<file path="config.mk">
export PLATFORM = sky130hd
export DESIGN_NAME = tdma_seg_arbiter
export DESIGN_NICKNAME = d
export VERILOG_FILES = /design/src/rtl/tdma_pkg.sv /design/src/rtl/tdma_sched_table.sv /design/src/rtl/tdma_slot_seq.sv /design/src/rtl/tdma_grant_reg.sv /design/src/rtl/tdma_seg_arbiter.sv
export SDC_FILE = /design/constraint.sdc
export NUM_CORES = 1
export LEC_CHECK = 0
export BUFFER_PORTS_ARGS = -buffer_cell sky130_fd_sc_hd__buf_4
export CAP_MARGIN = 20
export CELL_PAD_IN_SITES_DETAIL_PLACEMENT = 1
export CELL_PAD_IN_SITES_GLOBAL_PLACEMENT = 2
export CORE_UTILIZATION = 47
export DETAILED_ROUTE_END_ITERATION = 6
export GPL_TIMING_DRIVEN = 0
export PLACE_DENSITY_LB_ADDON = 0.1
export SYNTH_ARGS = -nofsm -noshare
export SYNTH_HDL_FRONTEND = slang
export SYNTH_SLANG_ARGS = --single-unit
</file>
<file path="constraint.sdc">
create_clock -name clk -period 12.55 [get_ports clk]
set_input_delay 0.6275 -clock clk [delete_from_list [all_inputs] [get_ports clk]]
set_output_delay 0.6275 -clock clk [all_outputs]
set_load 0.005 [all_outputs]
</file>
<file path="src/rtl/tdma_pkg.sv">
package tdma_pkg;
   localparam int MODE_FLAT = 0;
   localparam int MODE_UNI  = 1;
   localparam int MODE_PER  = 2;

   typedef enum logic [2:0] {
      FLD_SEG_START = 3'd0,
      FLD_SEG_CNT   = 3'd1,
      FLD_SEG_LEN   = 3'd2,
      FLD_OWN_ID    = 3'd3,
      FLD_OWN_LEN   = 3'd4,
      FLD_NSEG      = 3'd5,
      FLD_PERIOD    = 3'd6
   } cfg_field_e;
endpackage

</file>
<file path="src/rtl/tdma_sched_table.sv">
module tdma_sched_table
   import tdma_pkg::*;
#(
   parameter int NPROC = 4,
   parameter int NSEG  = 4,
   parameter int NOWN  = 4,
   parameter int TW    = 16,
   parameter int LW    = 8,
   localparam int PW   = $clog2(NPROC),
   localparam int SW   = $clog2(NSEG),
   localparam int OW   = $clog2(NOWN),
   localparam int CSW  = $clog2(NSEG + 1),
   localparam int OCW  = $clog2(NOWN + 1)
) (
   input  logic                               clk,
   input  logic                               rst_n,
   input  logic                               wr_ok,
   input  logic                               cfg_we,
   input  logic [2:0]                         cfg_field,
   input  logic [SW-1:0]                      cfg_seg,
   input  logic [OW-1:0]                      cfg_idx,
   input  logic [TW-1:0]                      cfg_data,
   output logic [NSEG-1:0][TW-1:0]            seg_start_o,
   output logic [NSEG-1:0][OCW-1:0]           seg_cnt_o,
   output logic [NSEG-1:0][LW-1:0]            seg_len_o,
   output logic [NSEG-1:0][NOWN-1:0][PW-1:0]  own_id_o,
   output logic [NSEG-1:0][NOWN-1:0][LW-1:0]  own_len_o,
   output logic [CSW-1:0]                     nseg_o,
   output logic [TW-1:0]                      period_o
);
   logic wr;
   assign wr = cfg_we && wr_ok;

   always_ff @(posedge clk or negedge rst_n) begin
      if (!rst_n) begin
         for (int s = 0; s < NSEG; s++) begin
            seg_start_o[s] <= '0;
            seg_cnt_o[s]   <= OCW'(1);
            seg_len_o[s]   <= LW'(1);
            for (int k = 0; k < NOWN; k++) begin
               own_id_o[s][k]  <= '0;
               own_len_o[s][k] <= LW'(1);
            end
         end
         nseg_o   <= CSW'(1);
         period_o <= TW'(1);
      end else if (wr) begin
         case (cfg_field_e'(cfg_field))
            FLD_SEG_START: seg_start_o[cfg_seg]         <= cfg_data;
            FLD_SEG_CNT:   seg_cnt_o[cfg_seg]           <= cfg_data[OCW-1:0];
            FLD_SEG_LEN:   seg_len_o[cfg_seg]           <= cfg_data[LW-1:0];
            FLD_OWN_ID:    own_id_o[cfg_seg][cfg_idx]   <= cfg_data[PW-1:0];
            FLD_OWN_LEN:   own_len_o[cfg_seg][cfg_idx]  <= cfg_data[LW-1:0];
            FLD_NSEG:      nseg_o                       <= cfg_data[CSW-1:0];
            FLD_PERIOD:    period_o                     <= cfg_data;
            default: ;
         endcase
      end
   end
endmodule

</file>
<file path="src/rtl/tdma_slot_seq.sv">
module tdma_slot_seq
   import tdma_pkg::*;
#(
   parameter int MODE  = MODE_PER,
   parameter int NPROC = 4,
   parameter int NSEG  = 4,
   parameter int NOWN  = 4,
   parameter int TW    = 16,
   parameter int LW    = 8,
   localparam int PW   = $clog2(NPROC),
   localparam int SW   = $clog2(NSEG),
   localparam int OW   = $clog2(NOWN),
   localparam int CSW  = $clog2(NSEG + 1),
   localparam int OCW  = $clog2(NOWN + 1)
) (
   input  logic                               clk,
   input  logic                               rst_n,
   input  logic                               en,
   input  logic [NSEG-1:0][TW-1:0]            seg_start_i,
   input  logic [NSEG-1:0][OCW-1:0]           seg_cnt_i,
   input  logic [NSEG-1:0][LW-1:0]            seg_len_i,
   input  logic [NSEG-1:0][NOWN-1:0][PW-1:0]  own_id_i,
   input  logic [NSEG-1:0][NOWN-1:0][LW-1:0]  own_len_i,
   input  logic [CSW-1:0]                     nseg_i,
   input  logic [TW-1:0]                      period_i,
   output logic                               started_o,
   output logic                               bnd_o,
   output logic [PW-1:0]                      own_nx_o
);
   logic [TW-1:0] t_q, n_t, t_inc, nxt_start;
   logic [SW-1:0] s_q, n_s;
   logic [OW-1:0] k_q, n_k;
   logic [LW-1:0] r_q, n_r, len_nx;
   logic [CSW-1:0] s_inc;
   logic [OCW-1:0] k_inc;
   logic wrap, seg_hit, k_wrap, slot_end, bnd;

   // Next position in the schedule: period wrap, segment change, slot change.
   always_comb begin
      t_inc     = t_q + 1'b1;
      wrap      = (t_q == period_i - 1'b1);
      s_inc     = CSW'(s_q) + 1'b1;
      nxt_start = (s_inc < nseg_i) ? seg_start_i[SW'(s_inc)] : '0;
      seg_hit   = (s_inc < nseg_i) && (t_inc == nxt_start);
      k_inc     = OCW'(k_q) + 1'b1;
      k_wrap    = (k_inc >= seg_cnt_i[s_q]);
      n_t = t_inc;
      n_s = s_q;
      n_k = k_q;
      bnd = 1'b0;
      if (!started_o || wrap) begin
         n_t = '0;
         n_s = '0;
         n_k = '0;
         bnd = 1'b1;
      end else if (seg_hit) begin
         n_s = SW'(s_inc);
         n_k = '0;
         bnd = 1'b1;
      end else if (slot_end) begin
         n_k = k_wrap ? '0 : OW'(k_inc);
         bnd = 1'b1;
      end
   end

   // Slot-length source chosen by the table mode.
   generate
      if (MODE == MODE_PER) begin : g_per
         logic unused_len;
         assign unused_len = ^seg_len_i;
         assign slot_end   = (r_q == LW'(1));
         assign len_nx     = own_len_i[n_s][n_k];
      end else if (MODE == MODE_UNI) begin : g_uni
         logic unused_len;
         assign unused_len = ^own_len_i;
         assign slot_end   = (r_q == LW'(1));
         assign len_nx     = seg_len_i[n_s];
      end else begin : g_flat
         logic unused_len;
         assign unused_len = ^{own_len_i, seg_len_i};
         assign slot_end   = 1'b0;
         assign len_nx     = '0;
      end
   endgenerate

   assign n_r = bnd ? len_nx : r_q - 1'b1;

   always_ff @(posedge clk or negedge rst_n) begin
      if (!rst_n) begin
         started_o <= 1'b0;
         t_q <= '0;
         s_q <= '0;
         k_q <= '0;
         r_q <= '0;
      end else if (!en) begin
         started_o <= 1'b0;
         t_q <= '0;
         s_q <= '0;
         k_q <= '0;
         r_q <= '0;
      end else begin
         started_o <= 1'b1;
         t_q <= n_t;
         s_q <= n_s;
         k_q <= n_k;
         r_q <= n_r;
      end
   end

   assign bnd_o    = en && bnd;
   assign own_nx_o = own_id_i[n_s][n_k];
endmodule

</file>
<file path="src/rtl/tdma_grant_reg.sv">
module tdma_grant_reg #(
   parameter int NPROC = 4,
   localparam int PW   = $clog2(NPROC)
) (
   input  logic             clk,
   input  logic             rst_n,
   input  logic             en,
   input  logic             bnd,
   input  logic [PW-1:0]    own_nx,
   input  logic [NPROC-1:0] req,
   output logic [NPROC-1:0] gnt,
   output logic [PW-1:0]    owner
);
   always_ff @(posedge clk or negedge rst_n) begin
      if (!rst_n) begin
         gnt   <= '0;
         owner <= '0;
      end else if (!en) begin
         gnt   <= '0;
         owner <= '0;
      end else if (bnd) begin
         gnt   <= req[own_nx] ? (NPROC'(1) << own_nx) : '0;
         owner <= own_nx;
      end
   end
endmodule

</file>
<file path="src/rtl/tdma_seg_arbiter.sv">
module tdma_seg_arbiter
   import tdma_pkg::*;
#(
   parameter int MODE  = MODE_PER,
   parameter int NPROC = 4,
   parameter int NSEG  = 4,
   parameter int NOWN  = 4,
   parameter int TW    = 16,
   parameter int LW    = 8,
   localparam int PW   = $clog2(NPROC),
   localparam int SW   = $clog2(NSEG),
   localparam int OW   = $clog2(NOWN),
   localparam int CSW  = $clog2(NSEG + 1),
   localparam int OCW  = $clog2(NOWN + 1)
) (
   input  logic             clk,
   input  logic             rst_n,
   input  logic             en,
   input  logic [NPROC-1:0] req,
   input  logic             cfg_we,
   input  logic [2:0]       cfg_field,
   input  logic [SW-1:0]    cfg_seg,
   input  logic [OW-1:0]    cfg_idx,
   input  logic [TW-1:0]    cfg_data,
   output logic [NPROC-1:0] gnt,
   output logic [PW-1:0]    owner
);
   generate
      if (NPROC < 2 || NPROC > 8) begin : g_bad_nproc
         $error("NPROC must lie in 2..8");
      end
      if (NSEG < 2 || NSEG > 8) begin : g_bad_nseg
         $error("NSEG must lie in 2..8");
      end
      if (NOWN < 2 || NOWN > 8) begin : g_bad_nown
         $error("NOWN must lie in 2..8");
      end
      if (LW < 1 || LW > 8) begin : g_bad_lw
         $error("LW must lie in 1..8");
      end
      if (MODE != MODE_FLAT && MODE != MODE_UNI && MODE != MODE_PER) begin : g_bad_mode
         $error("MODE must be flat, uniform or per-owner");
      end
   endgenerate

   logic [NSEG-1:0][TW-1:0]           seg_start;
   logic [NSEG-1:0][OCW-1:0]          seg_cnt;
   logic [NSEG-1:0][LW-1:0]           seg_len;
   logic [NSEG-1:0][NOWN-1:0][PW-1:0] own_id;
   logic [NSEG-1:0][NOWN-1:0][LW-1:0] own_len;
   logic [CSW-1:0]                    nseg;
   logic [TW-1:0]                     period;
   logic                              started, slot_bnd;
   logic [PW-1:0]                     own_nx;

   tdma_sched_table #(
      .NPROC(NPROC), .NSEG(NSEG), .NOWN(NOWN), .TW(TW), .LW(LW)
   ) u_table (
      .clk(clk), .rst_n(rst_n), .wr_ok(!en),
      .cfg_we(cfg_we), .cfg_field(cfg_field), .cfg_seg(cfg_seg),
      .cfg_idx(cfg_idx), .cfg_data(cfg_data),
      .seg_start_o(seg_start), .seg_cnt_o(seg_cnt), .seg_len_o(seg_len),
      .own_id_o(own_id), .own_len_o(own_len), .nseg_o(nseg), .period_o(period)
   );

   tdma_slot_seq #(
      .MODE(MODE), .NPROC(NPROC), .NSEG(NSEG), .NOWN(NOWN), .TW(TW), .LW(LW)
   ) u_seq (
      .clk(clk), .rst_n(rst_n), .en(en),
      .seg_start_i(seg_start), .seg_cnt_i(seg_cnt), .seg_len_i(seg_len),
      .own_id_i(own_id), .own_len_i(own_len), .nseg_i(nseg), .period_i(period),
      .started_o(started), .bnd_o(slot_bnd), .own_nx_o(own_nx)
   );

   tdma_grant_reg #(.NPROC(NPROC)) u_gnt (
      .clk(clk), .rst_n(rst_n), .en(en), .bnd(slot_bnd),
      .own_nx(own_nx), .req(req), .gnt(gnt), .owner(owner)
   );
endmodule

</file>
==> reports/results.tsv, run 1 <==
stage	metric	value	unit
min_path	holdCritPathClass	input pin to flop	
global_route	grt_pass1_vias	11420	
clock_tree	cts_max_level	2	
sta	fin_crit_sh	0.570	
routing	drt_iter0_markers	603	
global_route	grt_busiest_layer	met2	
critical_path	worst-path-max-fanout	10	
clock_tree	clk_pin_slew	70	ps
pwr	power.density	145	nW/um2
synthesis	synth_flop_cell	dfrtp_1	
flow_run	cap_violations	0	
global_route	grt_start_max_net_pins	88	
routing	vias	10704	
critical_path	r2r_end	u_seq.r_q[0]$_DFF_PN0_	
placement	hpwlAfterDp	32500	um
floorplan	start_util	0.481	
clock_tree	cts_tree	yes	
sta	hold_slack	284	ps
min_path	min-delay-start	en	
routing	viasPerCell	6.13	
sta	rsz0062_at_grt	no	
routing	routed_wl	45700	um
sta	finalSetupViolCount	0	
floorplan	die_h	179	um
global_route	met2_usage	0.457	
floorplan	dieArea	32200	um2
global_route	antenna_found_initial	2	
layout	syn_to_final_growth	13.8	%
synthesis	ys_async_sr_fraction	1.00	
synthesis	ys_ff_latch	290	
sta	slew_viol_final	0	
routing	drc	4	
floorplan	core-area	30700	um2
synthesis	yosysTopAreaCell	dfrtp_1	
synthesis	syn-num-nets	1291	
sta	hold_violations	0	
routing	post_drt_wl_per_cell	26.2	um
floorplan	rows	64	
global_route	grt_use_met1	0.420	
sta	max_freq	140	MHz
sta	skew	19.0	ps
layout	fill_cells	3198	
clock_tree	clk_path_buf_depth	3	
critical_path	r2r_start	u_seq.s_q[0]$_DFF_PN0_	
status	status	finished with violations	
placement	port_buffers	34	
clock_tree	cts_buffers	34	
sta	fin_tns_setup	0	ps
synthesis	yosysSeqAreaShare	0.493	
clock_tree	postCtsSetupBuffers	0	
critical_path	start_kind	flop	
pwr	p_leak	7.50	nW
synthesis	synth_common_cells	dfrtp_1, mux2_2, nand2_1, nor2_1, clkbuf_1	
min_path	whs_endpoint	u_seq.started_o$_DFF_PN0_	
synthesis	synth-warning-count	0	
synthesis	synth_edf_count	0	
routing	dr.pass1.iters	7	
pwr	ir_drop	0.103	mV
global_route	grt_usage	0.297	
sta	layout_min_cycle_time	7150	ps
synthesis	netlist_area	14800	um2
clock_tree	cts_root_buffer	clkbuf_16	
critical_path	worst-endpoint-required	12990	ps
clock_tree	hold_buffers	1	
critical_path	crit_type	flop to flop	
sta	slew_headroom	0.207	
synthesis	ys_types	82	
sta	worstMarginPinSlew	1190	ps
routing	drtAntennaViolNets	0	
critical_path	end_kind	flop	
layout	nNetsFinal	1366	
floorplan	io_pins	37	
synthesis	synth_top_area_frac	0.454	
global_route	grt_util_met3	0.0498	
global_route	gr-total-overflow	0	
critical_path	crit_arrival	7600	ps
critical_path	reg2reg_depth	19	
layout	final_layout_size_suffix_gt1_frac	0.316	
synthesis	syn_inst	1249	
placement	place_congestion	0.934	
synthesis	avgSynthCellArea	11.8	um2
synthesis	synth.area.top_cells	dfrtp_1, mux2_2, dfstp_2	
min_path	hold-path-cell-count	1	
floorplan	die_x	179	um
clock_tree	clock_sinks	290	
layout	n_antenna_cell	0	
clock_tree	post_cts_resized	0	
global_route	grt_pass1_wl	70300	um
synthesis	synth_most_common_cell	dfrtp_1	
status	violations	DRC	
clock_tree	clock_latency	530	ps
critical_path	reg2reg_setup_slack	5400	ps
-- flip-flops by register name, summed over array words and instances, names as in the netlist --
register and flops:
u_seq.k_q 2, u_seq.t_q 16, u_gnt.gnt 4, u_table.own_id_o 32, u_table.seg_cnt_o 12, u_table.own_len_o 128, u_seq.s_q 2, u_table.period_o 16
u_gnt.owner 2, u_seq.started_o 1, u_table.nseg_o 3, u_seq.r_q 8, u_table.seg_start_o 64
-- worst max path at each step --
stage                                       from                endpoint  slack [ps]  depth (start not counted)
after floorplan           u_seq.s_q[0]$_DFF_PN0_  u_seq.r_q[5]$_DFF_PN0_        7640                         19
after global placement    u_seq.s_q[0]$_DFF_PN0_  u_seq.r_q[5]$_DFF_PN0_        5360                         19
after detailed placement  u_seq.s_q[0]$_DFF_PN0_  u_seq.r_q[6]$_DFF_PN0_        5340                         19
after CTS                 u_seq.s_q[0]$_DFF_PN0_  u_seq.r_q[0]$_DFF_PN0_        5340                         19
after global routing      u_seq.s_q[0]$_DFF_PN0_  u_seq.r_q[5]$_DFF_PN0_        4980                         19
final                     u_seq.s_q[0]$_DFF_PN0_  u_seq.r_q[0]$_DFF_PN0_        5400                         19
-- power by group --
part	switching, W	leakage (nW)	internal (W)
Combinational	0.000186	3.07	0.000149
Clock	0.000407	0.574	0.000622
Sequential	0.0000559	3.85	0.00102
Total	0.000649	7.50	0.00179
-- logic make-up after synthesis --
logic type	share of synthesized area
multiplexers	0.251
adder cells (fa/ha/maj)	0.00931
flip-flops	0.493
AND/OR/NAND/NOR	0.105
buffers and inverters	0.0292
XOR/XNOR	0.0292
AO/OA/AOI/OAI	0.0843
-- per-stage QoR --
step           total power, W  cells  setup slack, ps  cell area, um2  utilization
3_5_place_dp          0.00142   1682             5340           15600        0.508
3_3_place_gp          0.00140   1679             5360           15500        0.505
4_1_cts               0.00246   1745             5340           16800        0.547
6_report              0.00244   1746             5400           16800        0.547
5_1_grt               0.00253   1746             4980           16800        0.547
2_1_floorplan         0.00129   1249             7640           14800            -
-- layout make-up --
type	count	area [um2]	share of cell area
repair buffers	39	367	0.0218
plain buffers	84	357	0.0212
clock inverters	8	115	0.00684
flip-flops and latches	290	7280	0.433
clock buffers	54	1060	0.0628
inverters	20	75.1	0.00446
well taps	396	495	0.0294
multi-input cells	855	7080	0.421
-- metal layers --
layer / vias to the layer above / routed length (um)
li1: 4745 / -
met1: 5571 / 20800
met2: 282 / 20800
met3: 106 / 2450
met4: 0 / 1620
met5: - / 0
-- placed cells by master, fill, tap and decap left out, types with 11 or more instances in the layout --
cell type  instances
nor4_1            15
dfstp_2           22
mux4_2            18
o21ai_0           29
clkbuf_1          70
clkbuf_8          11
dfrtp_1          268
nor2b_1           15
nor2_1            71
nor3_1            23
inv_1             19
ha_1              11
nand4_1           12
xnor2_1           30
mux2_2           262
xor2_1            14
o211ai_1          11
a21oi_1           28
buf_4             34
nand2_1           91
clkbuf_16         35
mux2i_1           35
buf_2             15
nand3_1           29
-- worst max-delay path: stages, from the launching register on --
cell and delay [ps]:
dfrtp_1 360, buf_2 270, buf_2 400, buf_4 290, buf_1 460, clkbuf_1 650
mux4_2 620, ha_1 280, nand2b_1 140, a21o_1 180, a21oi_1 310, nor3b_1 290
a21oi_1 140, nor3_2 770, buf_2 490, clkbuf_1 600, nand2_1 160, a21oi_1 320
o31ai_1 140, a31oi_1 160
No activity file was read; power rests on OpenSTA's default activity.
==> run 2, diff against run 1 <==
--- a/config.mk
+++ b/config.mk
@@ -9,7 +9,7 @@
 export CAP_MARGIN = 20
 export CELL_PAD_IN_SITES_DETAIL_PLACEMENT = 1
 export CELL_PAD_IN_SITES_GLOBAL_PLACEMENT = 2
-export CORE_UTILIZATION = 47
+export CORE_UTILIZATION = 44
 export DETAILED_ROUTE_END_ITERATION = 6
 export GPL_TIMING_DRIVEN = 0
 export PLACE_DENSITY_LB_ADDON = 0.1
==> constraint.sdc (replaced) <==
create_clock -name clk -period 6.8 [get_ports clk]
set_input_delay 0.34 -clock clk [delete_from_list [all_inputs] [get_ports clk]]
set_output_delay 0.34 -clock clk [all_outputs]
set_load 0.005 [all_outputs]
==> run 2 against run 1 <==
Compared with the run above:
- clock power rose by 94%
- total power rose by 89%
- the flow now finishes without violations
- non-clock buffer count fell by 1
- via count fell by 0.29%
- critical path type unchanged
- sequential cell count did not move
- largest power group is now clock
- clock skew rose by 0.51 ps
- first-iteration DRC count fell by 2.0%
- die area rose by 6.7%
- highest routed layer unchanged
- critical endpoint is now u_seq.r_q[7]$_DFF_PN0_
==> reports/results.tsv, run 2 (synthesis gave the netlist of run 1 again) <==
stage	metric	value	unit
critical_path	worst-path-max-fanout	10	
critical_path	crit_arrival	6920	ps
pwr	power.density	271	nW/um2
placement	placed_cell_area	15700	um2
layout	design_area	17000	um2
placement	hpwlAfterDp	32800	um
clock_tree	clock_latency	540	ps
pwr	ir_drop	0.199	mV
layout	layout_commonest_cell	dfrtp_1	
sta	finalSetupViolCount	0	
routing	vias	10673	
floorplan	die_h	185	um
sta	layout_min_cycle_time	6520	ps
critical_path	worst-endpoint-required	7200	ps
routing	viasPerCell	5.96	
layout	reg_top3	u_table.own_len_o: 128 flops, u_table.seg_start_o: 64 flops, u_table.own_id_o: 32 flops	
floorplan	core-area	32800	um2
min_path	holdCritPathClass	input pin to flop	
sta	slew_headroom	0.218	
layout	n_antenna_cell	0	
layout	mostFrequentLayoutCells	dfrtp_1, mux2_2, nand2_1	
flow_run	cap_violations	0	
sta	hold_slack	44.2	ps
clock_tree	cts_max_level	2	
critical_path	cp_common_cell	buf_2	
floorplan	start_util	0.451	
routing	drtAntennaViolNets	0	
global_route	gr-total-overflow	0	
critical_path	cp_cell_sequence	buf_2, buf_2, buf_4, buf_1, clkbuf_2, mux4_2, ha_1, nand2b_1, a21o_1, a21oi_1, nor3b_1, a21oi_1, nor3_4, buf_2, buf_2, mux2i_1, a21oi_1, o211ai_1, a31oi_1	
sta	skew	19.5	ps
layout	regMostFlops	u_table.own_len_o	
pwr	p_leak	7.53	nW
global_route	grt_pass1_wl	71400	um
layout	syn_to_final_growth	14.8	%
critical_path	cpPeakStageDelay	560	ps
clock_tree	clk_path_buf_depth	3	
sta	fin_crit_sh	0.958	
floorplan	io_pins	37	
global_route	grt_pass1_vias	11228	
critical_path	cpMaxStageDelayCell	mux4_2	
critical_path	start_kind	flop	
sta	rsz0062_at_grt	yes	
clock_tree	cts_buffers	35	
layout	fill_cells	3441	
placement	port_buffers	34	
routing	drc	0	
clock_tree	cts_tree	yes	
sta	worstMarginPinSlew	1170	ps
floorplan	rows	66	
sta	slew_viol_final	0	
clock_tree	clk_pin_slew	60	ps
sta	max_freq	153	MHz
global_route	grt_usage	0.283	
critical_path	end_kind	flop	
global_route	antenna_found_initial	1	
global_route	grt_start_max_net_pins	116	
layout	largest_register_ffs	128	
routing	post_drt_wl_per_cell	25.8	um
floorplan	dieArea	34300	um2
routing	dr.pass1.iters	5	
critical_path	crit_type	flop to flop	
layout	final_layout_size_suffix_gt1_frac	0.318	
layout	nNetsFinal	1366	
routing	drt_iter0_markers	591	
floorplan	die_x	185	um
clock_tree	cts_root_buffer	clkbuf_16	
clock_tree	clock_sinks	290	
routing	routed_wl	46200	um
clock_tree	postCtsSetupBuffers	0	
sta	hold_violations	0	
placement	place_congestion	0.885	
status	status	finished, final reports clean	
==> run 2: cell types whose count changed in the layout (fill, tap and decap cells not counted) <==
cell	before	now
clkbuf_1	70	64
bufinv_16	2	5
clkbuf_8	11	9
clkbuf_2	0	1
clkinv_16	0	1
clkinv_8	2	1
dlygate4sd3_1	1	2
inv_6	0	1
nor3_2	2	1
nor3_4	0	1
==> run 2: power by group <==
part	total [W]	switching [W]	internal (W)
combinational	0.000619	0.000344	0.000275
clock	0.00200	0.000762	0.00124
sequential	0.00198	0.000106	0.00188
==> run 2: per-stage QoR <==
step	setup WS (ps)	TNS [ps]	cells	total power, W	utilization
after floorplan	1890	0	1249	0.00238	-
after global placement	-329	-1970	1725	0.00259	0.476
after detailed placement	-226	-1080	1728	0.00263	0.479
after CTS	99.4	0	1791	0.00465	0.517
after global routing	-91.9	-91.9	1790	0.00479	0.518
final	283	0	1790	0.00461	0.518
==> run 2: repair_timing <==
| item | CTS | global route |
|---|---|---|
| gates resized for setup | 2 | 0 |
| setup endpoints to repair | 7 | 8 |
| endpoints found under the hold margin | 113 | 0 |
| hold buffers | 2 | 0 |
==> run 2: area by class of cell <==
| class | instances | area, um2 | area share |
|---|---|---|---|
| Sequential cell | 290 | 7280 | 0.429 |
| Multi-Input combinational cell | 855 | 7080 | 0.417 |
| Tap cell | 442 | 553 | 0.0326 |
| Timing Repair Buffer | 40 | 377 | 0.0222 |
| Clock buffer | 49 | 1020 | 0.0600 |
| Inverter | 20 | 75.1 | 0.00442 |
| Buffer | 82 | 350 | 0.0206 |
| Clock inverter | 12 | 228 | 0.0134 |
==> run 2: final timing paths <==
kind | start | cells past startpoint | slack [ps] | end
max in group asynchronous | rst_n | 4 | 5430 | u_table.own_len_o[80]$_DFFE_PN1P_
worst min-delay path | req[3] | 2 | 40 | u_gnt.gnt[3]$_DFFE_PN0P_
worst max register to register | u_seq.s_q[0]$_DFF_PN0_ | 19 | 280 | u_seq.r_q[7]$_DFF_PN0_
min in group asynchronous | rst_n | 3 | 430 | u_table.period_o[9]$_DFFE_PN0P_
worst min register to register | u_gnt.owner[0]$_DFFE_PN0P_ | 1 | 480 | u_gnt.owner[0]$_DFFE_PN0P_
worst max-delay path | u_seq.s_q[0]$_DFF_PN0_ | 19 | 280 | u_seq.r_q[7]$_DFF_PN0_
==> run 2: per-layer routing <==
layer	global-route usage	vias up	share of wire
met2	0.442	222	0.46
met4	0.0797	0	0.023
met1	0.410	5654	0.48
met3	0.0395	64	0.041
met5	0	-	0
li1	-	4733	-
==> run 2: worst max-delay path: cells and delay by family, from the launching register on <==
family | cells | cell delay (ps)
fa+ha+maj | 1 | 280
simple gates | 3 | 960
buf+inv | 7 | 2760
compound gates | 6 | 1180
mux | 2 | 820
flops | 1 | 350
==> run 3, diff against run 2 <==
--- a/config.mk
+++ b/config.mk
@@ -9,10 +9,11 @@
 export CAP_MARGIN = 20
 export CELL_PAD_IN_SITES_DETAIL_PLACEMENT = 1
 export CELL_PAD_IN_SITES_GLOBAL_PLACEMENT = 2
-export CORE_UTILIZATION = 44
+export CORE_UTILIZATION = 45
 export DETAILED_ROUTE_END_ITERATION = 6
 export GPL_TIMING_DRIVEN = 0
-export PLACE_DENSITY_LB_ADDON = 0.1
+export PLACE_DENSITY_LB_ADDON = 0.12
 export SYNTH_ARGS = -nofsm -noshare
 export SYNTH_HDL_FRONTEND = slang
+export SYNTH_HIERARCHICAL = 1
 export SYNTH_SLANG_ARGS = --single-unit
==> run 3 against run 2 <==
Compared with the run above:
- critical path type unchanged
- register-to-register slack improved by 800 ps
- highest routed layer unchanged
- first-iteration DRC count decreased by 13%
- global-route usage decreased by 1.4 points
- combinational power decreased by 6.8%
- count of clock-buffer cells in the layout unchanged
- critical path depth decreased by 2
- cell count decreased by 1.8%
- area after synthesis increased by 1.0%
- sequential cell count unchanged
- via count decreased by 2.9%
- total power decreased by 2.3%
==> reports/results.tsv, run 3 <==
stage	metric	value	unit
layout	multi_input_area	7170	um2
sta	slew_headroom	0.222	
synthesis	synth-warning-count	6	
pwr	p_leak	7.65	nW
synthesis	syn_inst	1213	
sta	max_freq	175	MHz
global_route	grt_usage	0.269	
critical_path	cp-endpoint	u_gnt/gnt[0]$_DFFE_PN0P_	
clock_tree	clock_sinks	290	
floorplan	start_util	0.458	
routing	post_drt_wl_per_cell	25.2	um
status	status	finished, final reports clean	
clock_tree	post_cts_resized	0	
critical_path	cpMaxStageDelayCell	or4_1	
global_route	grt_start_max_net_pins	122	
floorplan	die_x	184	um
critical_path	start_kind	flop	
sta	worstMarginPinSlew	1160	ps
global_route	grt_busiest_layer	met2	
sta	hold_violations	0	
flow_run	cap_violations	0	
critical_path	cpPeakStageDelay	600	ps
routing	dr.pass1.iters	5	
critical_path	cp_cell_sequence	ha_1, clkbuf_2, buf_2, mux4_2, xnor2_1, or4_1, a211o_1, buf_6, mux2i_4, nor2_1, buf_2, buf_4, mux2i_1, mux2i_1, mux2i_1, and4bb_1, o21a_1	
routing	routed_wl	44300	um
layout	reg_top3	u_table/own_len_o: 128 flops, u_table/seg_start_o: 64 flops, u_table/own_id_o: 32 flops	
critical_path	reg2reg_depth	17	
layout	syn_to_final_growth	14.1	%
global_route	gr-total-overflow	0	
global_route	antenna_found_initial	0	
layout	n_antenna_cell	0	
global_route	grt_pass1_vias	10848	
clock_tree	cts_buffers	35	
sta	worst_slack	1080	ps
critical_path	cpLargestDelayFamily	buffers and inverters	
pwr	power.density	264	nW/um2
layout	fill_cells	3357	
layout	largest_register_ffs	128	
floorplan	rows	66	
layout	layout_commonest_cell	dfrtp_1	
critical_path	cp_common_cell	mux2i_1	
routing	vias	10367	
global_route	grt_pass1_wl	67700	um
global_route	grt_use_met1	0.390	
routing	drt_iter0_markers	513	
floorplan	dieArea	33900	um2
layout	mostFrequentLayoutCells	dfrtp_1, mux2_2, clkbuf_1	
sta	skew	13.2	ps
floorplan	die_h	184	um
clock_tree	cts_max_level	2	
layout	nNetsFinal	1331	
placement	hpwlAfterDp	30600	um
placement	place_congestion	0.818	
clock_tree	clock_latency	510	ps
sta	rsz0062_at_grt	no	
layout	final_layout_size_suffix_gt1_frac	0.343	
routing	drtAntennaViolNets	0	
synthesis	avgSynthCellArea	12.3	um2
floorplan	io_pins	37	
layout	regMostFlops	u_table/own_len_o	
clock_tree	cts_root_buffer	clkbuf_16	
critical_path	reg2reg_setup_slack	1080	ps
synthesis	syn-num-nets	1255	
critical_path	r2r_start	u_seq/s_q[1]$_DFF_PN0_	
critical_path	end_kind	flop	
clock_tree	cts_tree	yes	
placement	place_ws	1150	ps
global_route	met2_usage	0.435	
critical_path	crit_arrival	6120	ps
clock_tree	clk_path_buf_depth	3	
critical_path	path_depth	17	
sta	fin_tns_setup	0	ps
critical_path	crit_type	flop to flop	
critical_path	worst-path-max-fanout	10	
critical_path	crit_start	u_seq/s_q[1]$_DFF_PN0_	
routing	viasPerCell	5.90	
synthesis	netlist_area	14900	um2
critical_path	path_buf_inv	5	
floorplan	core-area	32600	um2
critical_path	worst-endpoint-required	7200	ps
critical_path	r2r_end	u_gnt/gnt[0]$_DFFE_PN0P_	
routing	drc	0	
placement	port_buffers	30	
pwr	ir_drop	0.193	mV
global_route	grt_util_met3	0.0290	
sta	layout_min_cycle_time	5720	ps
layout	final-seq-area	7280	um2
clock_tree	clk_pin_slew	60	ps
sta	slew_viol_final	0	
min_path	holdCritPathClass	input pin to flop	
sta	fin_crit_sh	0.841	
sta	finalSetupViolCount	0	
run 3: metrics by stage:
step | cells | cell area, um2 | util | hold WS, ps | power (W)
floorplan | 1213 | 14900 | - | 44.4 | 0.00237
global placement | 1685 | 15700 | 0.482 | 479 | 0.00256
detailed placement | 1691 | 15800 | 0.485 | 330 | 0.00259
CTS | 1755 | 17000 | 0.522 | 41.2 | 0.00455
global route | 1757 | 17000 | 0.522 | 49.6 | 0.00467
finish | 1757 | 17000 | 0.522 | 64.0 | 0.00450
run 3: how the worst min path moves through the flow:
stage	startpoint	to	slack, ps	cells past startpoint
2_1_floorplan	rst_n	u_gnt/gnt[0]$_DFFE_PN0P_	40	0
3_3_place_gp	u_table/own_len_o[87]$_DFFE_PN0P_	u_table/own_len_o[87]$_DFFE_PN0P_	480	1
3_5_place_dp	rst_n	u_table/seg_start_o[26]$_DFFE_PN0P_	330	1
4_1_cts	en	u_seq/started_o$_DFF_PN0_	40	1
5_1_grt	en	u_seq/started_o$_DFF_PN0_	50	1
6_report	en	u_seq/started_o$_DFF_PN0_	60	1
run 3: final cells by class:
class                   count  share of cell area
flip-flops and latches    290               0.428
multi-input cells         821               0.421
clock buffers              49              0.0599
well taps                 442              0.0325
plain buffers              87              0.0247
repair buffers             39              0.0203
clock inverters            14              0.0104
inverters                  15             0.00331
run 3: metal layers:
layer  wire length (um)  part of all wire
met5                  0                 0
met4                890             0.020
met3               1730             0.039
met2              20900              0.47
met1              20800              0.47
run 3: report_power, final:
| part | internal, W | switching [W] | leakage [nW] |
|---|---|---|---|
| logic | 0.000266 | 0.000311 | 3.20 |
| clock network | 0.00120 | 0.000736 | 0.597 |
| registers | 0.00188 | 0.000105 | 3.86 |
| total | 0.00334 | 0.00115 | 7.65 |
run 3: what timing repair did:
item                      CTS  global route
setup buffers               0             0
hold endpoints to repair   59             0
hold buffers                1             0
run 3: worst register-to-register path: stages, from the launching register on:
cell and delay (ps):
dfrtp_1 510, ha_1 360, clkbuf_2 310, buf_2 400
mux4_2 390, xnor2_1 140, or4_1 600, a211o_1 330
buf_6 160, mux2i_4 220, nor2_1 290, buf_2 380
buf_4 300, mux2i_1 250, mux2i_1 110, mux2i_1 410
and4bb_1 270, o21a_1 180
